### src/rtl/pzf_pkg.sv
package pzf_pkg;

    typedef enum logic [0:0] {
        SECT_EMPTY = 1'b0,
        SECT_FULL  = 1'b1
    } sect_state_e;

endpackage

### src/rtl/pzf_coef_bank.sv
module pzf_coef_bank #(
    parameter int DATA_W  = 8,
    parameter int ORD     = 2,
    parameter int SEL_W   = 2,
    parameter int IDX_W   = 2,
    parameter int SECT_ID = 0
) (
    input  logic                        clk,
    input  logic                        rst_n,
    input  logic                        cfg_we,
    input  logic [SEL_W-1:0]            cfg_sect,
    input  logic                        cfg_den,
    input  logic [IDX_W-1:0]            cfg_idx,
    input  logic [DATA_W-1:0]           cfg_data,
    output logic [ORD:0][DATA_W-1:0]    num_o,
    output logic [ORD:1][DATA_W-1:0]    den_o,
    output logic                        ident_o
);

    logic [ORD:0][DATA_W-1:0] num_q;
    logic [ORD:1][DATA_W-1:0] den_q;
    logic                     ident_q;
    logic                     hit;
    logic                     idx_ok;

    assign hit    = cfg_we && (cfg_sect == SEL_W'(SECT_ID));
    assign idx_ok = (int'(cfg_idx) <= ORD);

    always_ff @(posedge clk) begin
        if (!rst_n) begin
            num_q   <= '0;
            den_q   <= '0;
            ident_q <= 1'b1;
        end else if (hit && idx_ok) begin
            ident_q <= 1'b0;
            for (int k = 0; k <= ORD; k++) begin
                if (!cfg_den && (cfg_idx == IDX_W'(k))) begin
                    num_q[k] <= cfg_data;
                end
            end
            for (int k = 1; k <= ORD; k++) begin
                if (cfg_den && (cfg_idx == IDX_W'(k))) begin
                    den_q[k] <= cfg_data;
                end
            end
        end
    end

    assign num_o   = num_q;
    assign den_o   = den_q;
    assign ident_o = ident_q;

endmodule

### src/rtl/pzf_section.sv
module pzf_section
    import pzf_pkg::*;
#(
    parameter int DATA_W = 8,
    parameter int ORD    = 2
) (
    input  logic                        clk,
    input  logic                        rst_n,
    input  logic                        clr,
    input  logic [ORD:0][DATA_W-1:0]    num_i,
    input  logic [ORD:1][DATA_W-1:0]    den_i,
    input  logic                        ident_i,
    input  logic                        in_valid,
    output logic                        in_ready,
    input  logic [DATA_W-1:0]           in_data,
    output logic                        out_valid,
    input  logic                        out_ready,
    output logic [DATA_W-1:0]           out_data
);

    localparam int FRAC   = DATA_W - 1;
    localparam int PROD_W = 2 * DATA_W;
    localparam int TERMS  = 2 * ORD + 1;
    localparam int ACC_W  = PROD_W + $clog2(TERMS + 1);
    localparam logic signed [ACC_W-1:0] HALF = ACC_W'(2 ** (FRAC - 1));
    localparam logic signed [ACC_W-1:0] MAXV = ACC_W'(2 ** (DATA_W - 1) - 1);
    localparam logic signed [ACC_W-1:0] MINV = ~MAXV;

    sect_state_e st_q, st_d;

    logic [ORD:1][DATA_W-1:0]  xd_q;
    logic [ORD:1][DATA_W-1:0]  yd_q;
    logic [DATA_W-1:0]         y_q;
    logic signed [PROD_W-1:0]  prod;
    logic signed [ACC_W-1:0]   acc;
    logic signed [ACC_W-1:0]   rnd;
    logic [DATA_W-1:0]         y_calc;
    logic [DATA_W-1:0]         y_next;
    logic                      take;
    logic                      give;

    assign in_ready  = (st_q == SECT_EMPTY) || out_ready;
    assign take      = in_valid && in_ready;
    assign give      = (st_q == SECT_FULL) && out_ready;
    assign out_valid = (st_q == SECT_FULL);
    assign out_data  = y_q;

    always_comb begin
        acc  = '0;
        prod = $signed(num_i[0]) * $signed(in_data);
        acc  = acc + ACC_W'(prod);
        for (int k = 1; k <= ORD; k++) begin
            prod = $signed(num_i[k]) * $signed(xd_q[k]);
            acc  = acc + ACC_W'(prod);
            prod = $signed(den_i[k]) * $signed(yd_q[k]);
            acc  = acc - ACC_W'(prod);
        end
        rnd = (acc + HALF) >>> FRAC;
        if (rnd > MAXV) begin
            y_calc = MAXV[DATA_W-1:0];
        end else if (rnd < MINV) begin
            y_calc = MINV[DATA_W-1:0];
        end else begin
            y_calc = rnd[DATA_W-1:0];
        end
        y_next = ident_i ? in_data : y_calc;
    end

    always_comb begin
        st_d = st_q;
        unique case (st_q)
            SECT_EMPTY: if (take) st_d = SECT_FULL;
            SECT_FULL:  if (give && !take) st_d = SECT_EMPTY;
            default:    st_d = SECT_EMPTY;
        endcase
        if (clr) st_d = SECT_EMPTY;
    end

    always_ff @(posedge clk) begin
        if (!rst_n) st_q <= SECT_EMPTY;
        else        st_q <= st_d;
    end

    always_ff @(posedge clk) begin
        if (!rst_n || clr) begin
            xd_q <= '0;
            yd_q <= '0;
            y_q  <= '0;
        end else if (take) begin
            y_q     <= y_next;
            xd_q[1] <= in_data;
            yd_q[1] <= y_next;
            for (int k = 2; k <= ORD; k++) begin
                xd_q[k] <= xd_q[k-1];
                yd_q[k] <= yd_q[k-1];
            end
        end
    end

endmodule

### src/rtl/pzf_cascade.sv
module pzf_cascade #(
    parameter int DATA_W   = 8,
    parameter int N_SECT   = 4,
    parameter int SECT_ORD = 2,
    parameter int SEL_W    = (N_SECT > 1) ? $clog2(N_SECT) : 1,
    parameter int IDX_W    = $clog2(SECT_ORD + 1)
) (
    input  logic              clk,
    input  logic              rst_n,
    input  logic              clr,
    input  logic              cfg_we,
    input  logic [SEL_W-1:0]  cfg_sect,
    input  logic              cfg_den,
    input  logic [IDX_W-1:0]  cfg_idx,
    input  logic [DATA_W-1:0] cfg_data,
    input  logic              in_valid,
    output logic              in_ready,
    input  logic [DATA_W-1:0] in_data,
    output logic              out_valid,
    input  logic              out_ready,
    output logic [DATA_W-1:0] out_data
);

    logic [N_SECT:0]             lnk_vld;
    logic [N_SECT:0]             lnk_rdy;
    logic [N_SECT:0][DATA_W-1:0] lnk_dat;

    assign lnk_vld[0]      = in_valid;
    assign lnk_dat[0]      = in_data;
    assign in_ready        = lnk_rdy[0];
    assign out_valid       = lnk_vld[N_SECT];
    assign out_data        = lnk_dat[N_SECT];
    assign lnk_rdy[N_SECT] = out_ready;

    for (genvar s = 0; s < N_SECT; s++) begin : g_stage
        logic [SECT_ORD:0][DATA_W-1:0] num;
        logic [SECT_ORD:1][DATA_W-1:0] den;
        logic                          ident;

        pzf_coef_bank #(
            .DATA_W (DATA_W),
            .ORD    (SECT_ORD),
            .SEL_W  (SEL_W),
            .IDX_W  (IDX_W),
            .SECT_ID(s)
        ) u_coef (
            .clk     (clk),
            .rst_n   (rst_n),
            .cfg_we  (cfg_we),
            .cfg_sect(cfg_sect),
            .cfg_den (cfg_den),
            .cfg_idx (cfg_idx),
            .cfg_data(cfg_data),
            .num_o   (num),
            .den_o   (den),
            .ident_o (ident)
        );

        pzf_section #(
            .DATA_W(DATA_W),
            .ORD   (SECT_ORD)
        ) u_sect (
            .clk      (clk),
            .rst_n    (rst_n),
            .clr      (clr),
            .num_i    (num),
            .den_i    (den),
            .ident_i  (ident),
            .in_valid (lnk_vld[s]),
            .in_ready (lnk_rdy[s]),
            .in_data  (lnk_dat[s]),
            .out_valid(lnk_vld[s+1]),
            .out_ready(lnk_rdy[s+1]),
            .out_data (lnk_dat[s+1])
        );
    end

endmodule

### config.mk
export PLATFORM = sky130hd
export DESIGN_NAME = pzf_cascade
export DESIGN_NICKNAME = d
export VERILOG_FILES = /design/src/rtl/pzf_pkg.sv /design/src/rtl/pzf_coef_bank.sv /design/src/rtl/pzf_section.sv /design/src/rtl/pzf_cascade.sv
export SDC_FILE = /design/constraint.sdc
export NUM_CORES = 2
export LEC_CHECK = 0
export BUFFER_PORTS_ARGS = -buffer_cell sky130_fd_sc_hd__buf_2
export CAP_MARGIN = 20
export CELL_PAD_IN_SITES_DETAIL_PLACEMENT = 1
export CELL_PAD_IN_SITES_GLOBAL_PLACEMENT = 1
export CORE_UTILIZATION = 48
export CTS_CLUSTER_SIZE = 12
export DETAILED_ROUTE_END_ITERATION = 10
export PLACE_DENSITY_LB_ADDON = 0.1
export SYNTH_ARGS = -nofsm -noshare
export SYNTH_HDL_FRONTEND = slang
export SYNTH_HIERARCHICAL = 1
export SYNTH_SLANG_ARGS = --single-unit
### constraint.sdc
create_clock -name clk -period 8.6 [get_ports clk]
set_clock_uncertainty 0.2 [all_clocks]
set_input_delay 1.72 -clock clk [delete_from_list [all_inputs] [get_ports clk]]
set_output_delay 1.72 -clock clk [all_outputs]
set_load 0.005 [all_outputs]
==> flow_summary.json <==
{
  "power.density_nw_per_um2": 301,
  "path_class": "in2reg",
  "place_congestion": 0.894,
  "period_minus_slack_ps": 8650,
  "finalHoldViolCount": 0,
  "power_leakage_uw": 0.0374,
  "drcViolationCount": 0,
  "cts_hold_buf": 0,
  "period_share_pct": 101,
  "avgRoutedWirePerCell_um": 23.3,
  "clockBufferDepth": 3,
  "vdd.ir_drop.worst_uv": 967,
  "io_pins": 37,
  "fmax_mhz": 116,
  "fin_tns_setup_ps": -177,
  "first_pass_iters": 5,
  "crit_arrival_ps": 8970,
  "r2r_slack_ps": 170,
  "die-area_um2": 145000,
  "cp_max_fo": 10,
  "p_total_uw": 22700,
  "whs_ps": 260,
  "r2r_cells": 24,
  "finalSetupViolations": 7,
  "grt_max_degree": 77,
  "synth_cell_types": 87,
  "slowest_delay_ps": 590,
  "wirelength_um": 219000,
  "vias": 48600,
  "synth_edf_count": 0,
  "min-delay-start": "g_stage[0].u_sect/out_data[5]",
  "core_area_um2": 142000,
  "violations": "negative setup slack",
  "seq_area_um2": 5930,
  "crit_chain": "buf_12 -> and2_4 -> fa_1 -> inv_1 -> fa_1 -> fa_1 -> fa_1 -> fa_1 -> inv_2 -> fa_1 -> fa_1 -> fa_1 -> fa_1 -> ha_4 -> buf_6 -> and4_4 -> a211oi_4 -> buf_6 -> o211ai_2 -> xor2_1 -> or4_4 -> o22ai_4 -> o21ai_1 -> a32o_1",
  "slew_viol_final": 0,
  "cts-htree-levels": 2,
  "nets": 9690,
  "worstMarginPinSlew_ps": 1060,
  "grt_first_pass_wirelength_um": 344000,
  "portBuffers": 36,
  "synthArstFlopShare_pct": 0,
  "synth.net_count": 9496,
  "drive_above_1_share_pct": 8.00,
  "ys_seq_elements": 296,
  "max-slew-margin-rel_pct": 28.9,
  "layout.cells.non_filler": 9415,
  "rsz0062_at_grt": "yes",
  "dp_hpwl_um": 192000,
  "avgSynthCellArea_um2": 9.44,
  "antenna_found_initial": 7,
  "hp-class": "reg2reg",
  "drtIter0Drc": 2242,
  "area_growth_syn_to_layout_pct": 9.34,
  "netlist_instances": 7293,
  "viasPerCell": 5.16,
  "status": "finished with violations",
  "worst_setup_path_start_kind": "input port",
  "cts_buffers": 45,
  "whs_endpoint": "g_stage[0].u_sect/out_data[5]",
  "cts_tree": "yes",
  "crit_slowest_cell": "fa_1",
  "rr_startpoint": "g_stage[0].u_sect/xd_q[4]",
  "clk_latency_ps": 640,
  "crit_path_end_kind": "flip-flop",
  "crit_top_cell": "fa_1",
  "required_ps": 8910,
  "cts_sinks": 296,
  "grt_pass1_vias": 57300,
  "placedCellCount": 9313,
  "final_antenna_net_count": 0,
  "core.rowCount": 138,
  "layout_setup_ws_ps": -51.2,
  "start_util_pct": 48.5,
  "maxCapViolCount": 0,
  "cts_root_buf": "clkbuf_16",
  "hold_depth": 2,
  "ys_seq_area_share_pct": 8.60,
  "synth_area_um2": 68900,
  "chipHeight_um": 381,
  "nFillCells": 16300,
  "critPathTopFamily": "adder cells",
  "synthFlopType": "dfxtp_1",
  "die_w_um": 381,
  "clk_pin_slew_ps": 50,
  "yosysWarnings": 6,
  "cp_num_buf_inv": 5,
  "track_usage_pct": 31.6,
  "multiInputGateArea_um2": 54400,
  "grt.overflow.total": 0,
  "rr_endpoint": "g_stage[0].u_sect/out_data[4]"
}
## layout make-up
cell class,count,share of cell area (%)
Clock inverter,21,0.324
Antenna cell,3,0.00997
Timing Repair Buffer,386,4.17
Multi-Input combinational cell,4633,72.2
Tap cell,1890,3.14
Clock buffer,61,1.71
Inverter,2125,10.6
Sequential cell,296,7.87
## placed cells by master, fill, tap and decap left out, types with 42 or more instances in the layout
| master | netlist | routed |
|---|---|---|
| inv_1 | 2121 | 2113 |
| fa_1 | 1708 | 1702 |
| nand2_1 | 1036 | 1028 |
| and2_1 | 530 | 522 |
| ha_1 | 468 | 451 |
| buf_4 | 33 | 327 |
| dfxtp_1 | 296 | 292 |
| mux2i_1 | 160 | 160 |
| a21oi_1 | 146 | 141 |
| nand2b_1 | 82 | 81 |
| nor2_1 | 71 | 70 |
| xnor2_1 | 65 | 64 |
| clkbuf_16 | 0 | 46 |
| o21ai_0 | 48 | 43 |
| nor2b_1 | 44 | 42 |
## sequential cells by signal, summed over array words and instances, names as in the netlist
register	flops
g_stage.u_coef/num_o	96
g_stage.u_sect/out_valid	4
g_stage.u_coef/den_o	64
g_stage.u_sect/yd_q	32
g_stage.u_coef/ident_o	4
g_stage.u_sect/out_data	32
g_stage.u_sect/xd_q	64
## stage by stage
stage / util [%] / area (µm²) / setup slack (ps)
floorplan: - / 69200 / -252
global placement: 51.6 / 73300 / -771
detailed placement: 51.6 / 73300 / -874
CTS: 52.8 / 75000 / -9.52
global route: 53.1 / 75300 / -255
finish: 53.1 / 75300 / -51.2
## logic make-up (layout without fill, tap and decap cells)
| family | Yosys count | count (layout) | share of synthesized area, % |
|---|---|---|---|
| AND/OR/NAND/NOR | 1866 | 1866 | 13.1 |
| other | 0 | 3 | 0 |
| adder cells (fa/ha/maj) | 2176 | 2176 | 58.1 |
| buffers and inverters | 2364 | 2593 | 13.2 |
| flip-flops | 296 | 296 | 8.60 |
| multiplexers | 161 | 161 | 2.34 |
| AO/OA/AOI/OAI | 329 | 329 | 3.28 |
| XOR/XNOR | 101 | 101 | 1.35 |
## where the power goes
part | total, µW | switching (µW) | internal [µW] | leakage (µW)
Clock | 1990 | 835 | 1150 | 0.000746
Sequential | 1440 | 44.8 | 1390 | 0.00239
Combinational | 19300 | 10100 | 9190 | 0.0342
## cells in the mapped netlist (8+ instances only)
cell type	number	area share [%]
and2_1	530	4.8
mux2i_1	160	2.3
a21o_1	24	0.26
nand4_1	8	0.073
dfxtp_1	296	8.6
nand2b_1	82	0.74
xor2_1	32	0.41
ha_1	468	8.5
nand4b_1	8	0.10
nor2b_1	44	0.40
a211oi_1	9	0.098
buf_4	33	0.36
nor3_1	8	0.058
nand3_1	17	0.12
buf_2	11	0.080
buf_6	10	0.16
buf_1	9	0.049
nor2_1	71	0.39
fa_1	1708	50
inv_1	2121	12
and3_1	10	0.091
o21ai_1	14	0.10
a311oi_1	10	0.13
clkbuf_1	176	0.96
a21oi_1	146	1.1
nand2_1	1036	5.6
or3_1	14	0.13
o21ai_0	48	0.35
xnor2_1	65	0.83
## routing by layer
layer | routed length (µm) | GRT usage (%) | vias up
li1 | - | - | 21200
met1 | 85900 | 38.6 | 25900
met2 | 114000 | 56.8 | 1032
met3 | 8370 | 3.23 | 417
met4 | 11100 | 13.1 | 0
met5 | 0 | 0 | -
## worst register-to-register path: stages, from the launching register on
cell and delay [ps]:
dfxtp_1 440, buf_4 220, and2_1 160, fa_1 560, inv_1 60, fa_1 480, inv_1 60, fa_1 500
fa_1 540, fa_1 600, fa_1 550, fa_1 590, fa_1 440, fa_1 550, ha_4 230, buf_6 130
and4_4 190, a211oi_4 250, buf_6 160, o211ai_2 90, xor2_1 170, or4_4 500, o22ai_4 240, o21ai_1 110
a32o_1 260
## worst max-delay path by stage
stage / startpoint / to / slack (ps) / cells past startpoint
after floorplan: in_data[6] / g_stage[0].u_sect/out_data[0] / -250 / 23
after global placement: in_data[2] / g_stage[0].u_sect/out_data[0] / -770 / 25
after detailed placement: in_data[1] / g_stage[0].u_sect/out_data[0] / -870 / 26
after CTS: in_data[5] / g_stage[0].u_sect/out_data[4] / -10 / 27
after global routing: in_data[5] / g_stage[0].u_sect/out_data[4] / -250 / 27
final: in_data[6] / g_stage[0].u_sect/out_data[4] / -50 / 24
## what timing repair did
action | in CTS | in global routing
setup buffers | 6 | 11
endpoints found under the setup margin | 7 | 23
pin swaps | 26 | 49
resized for setup | 35 | 45
Note: power is estimated with default switching activity, not from simulation.
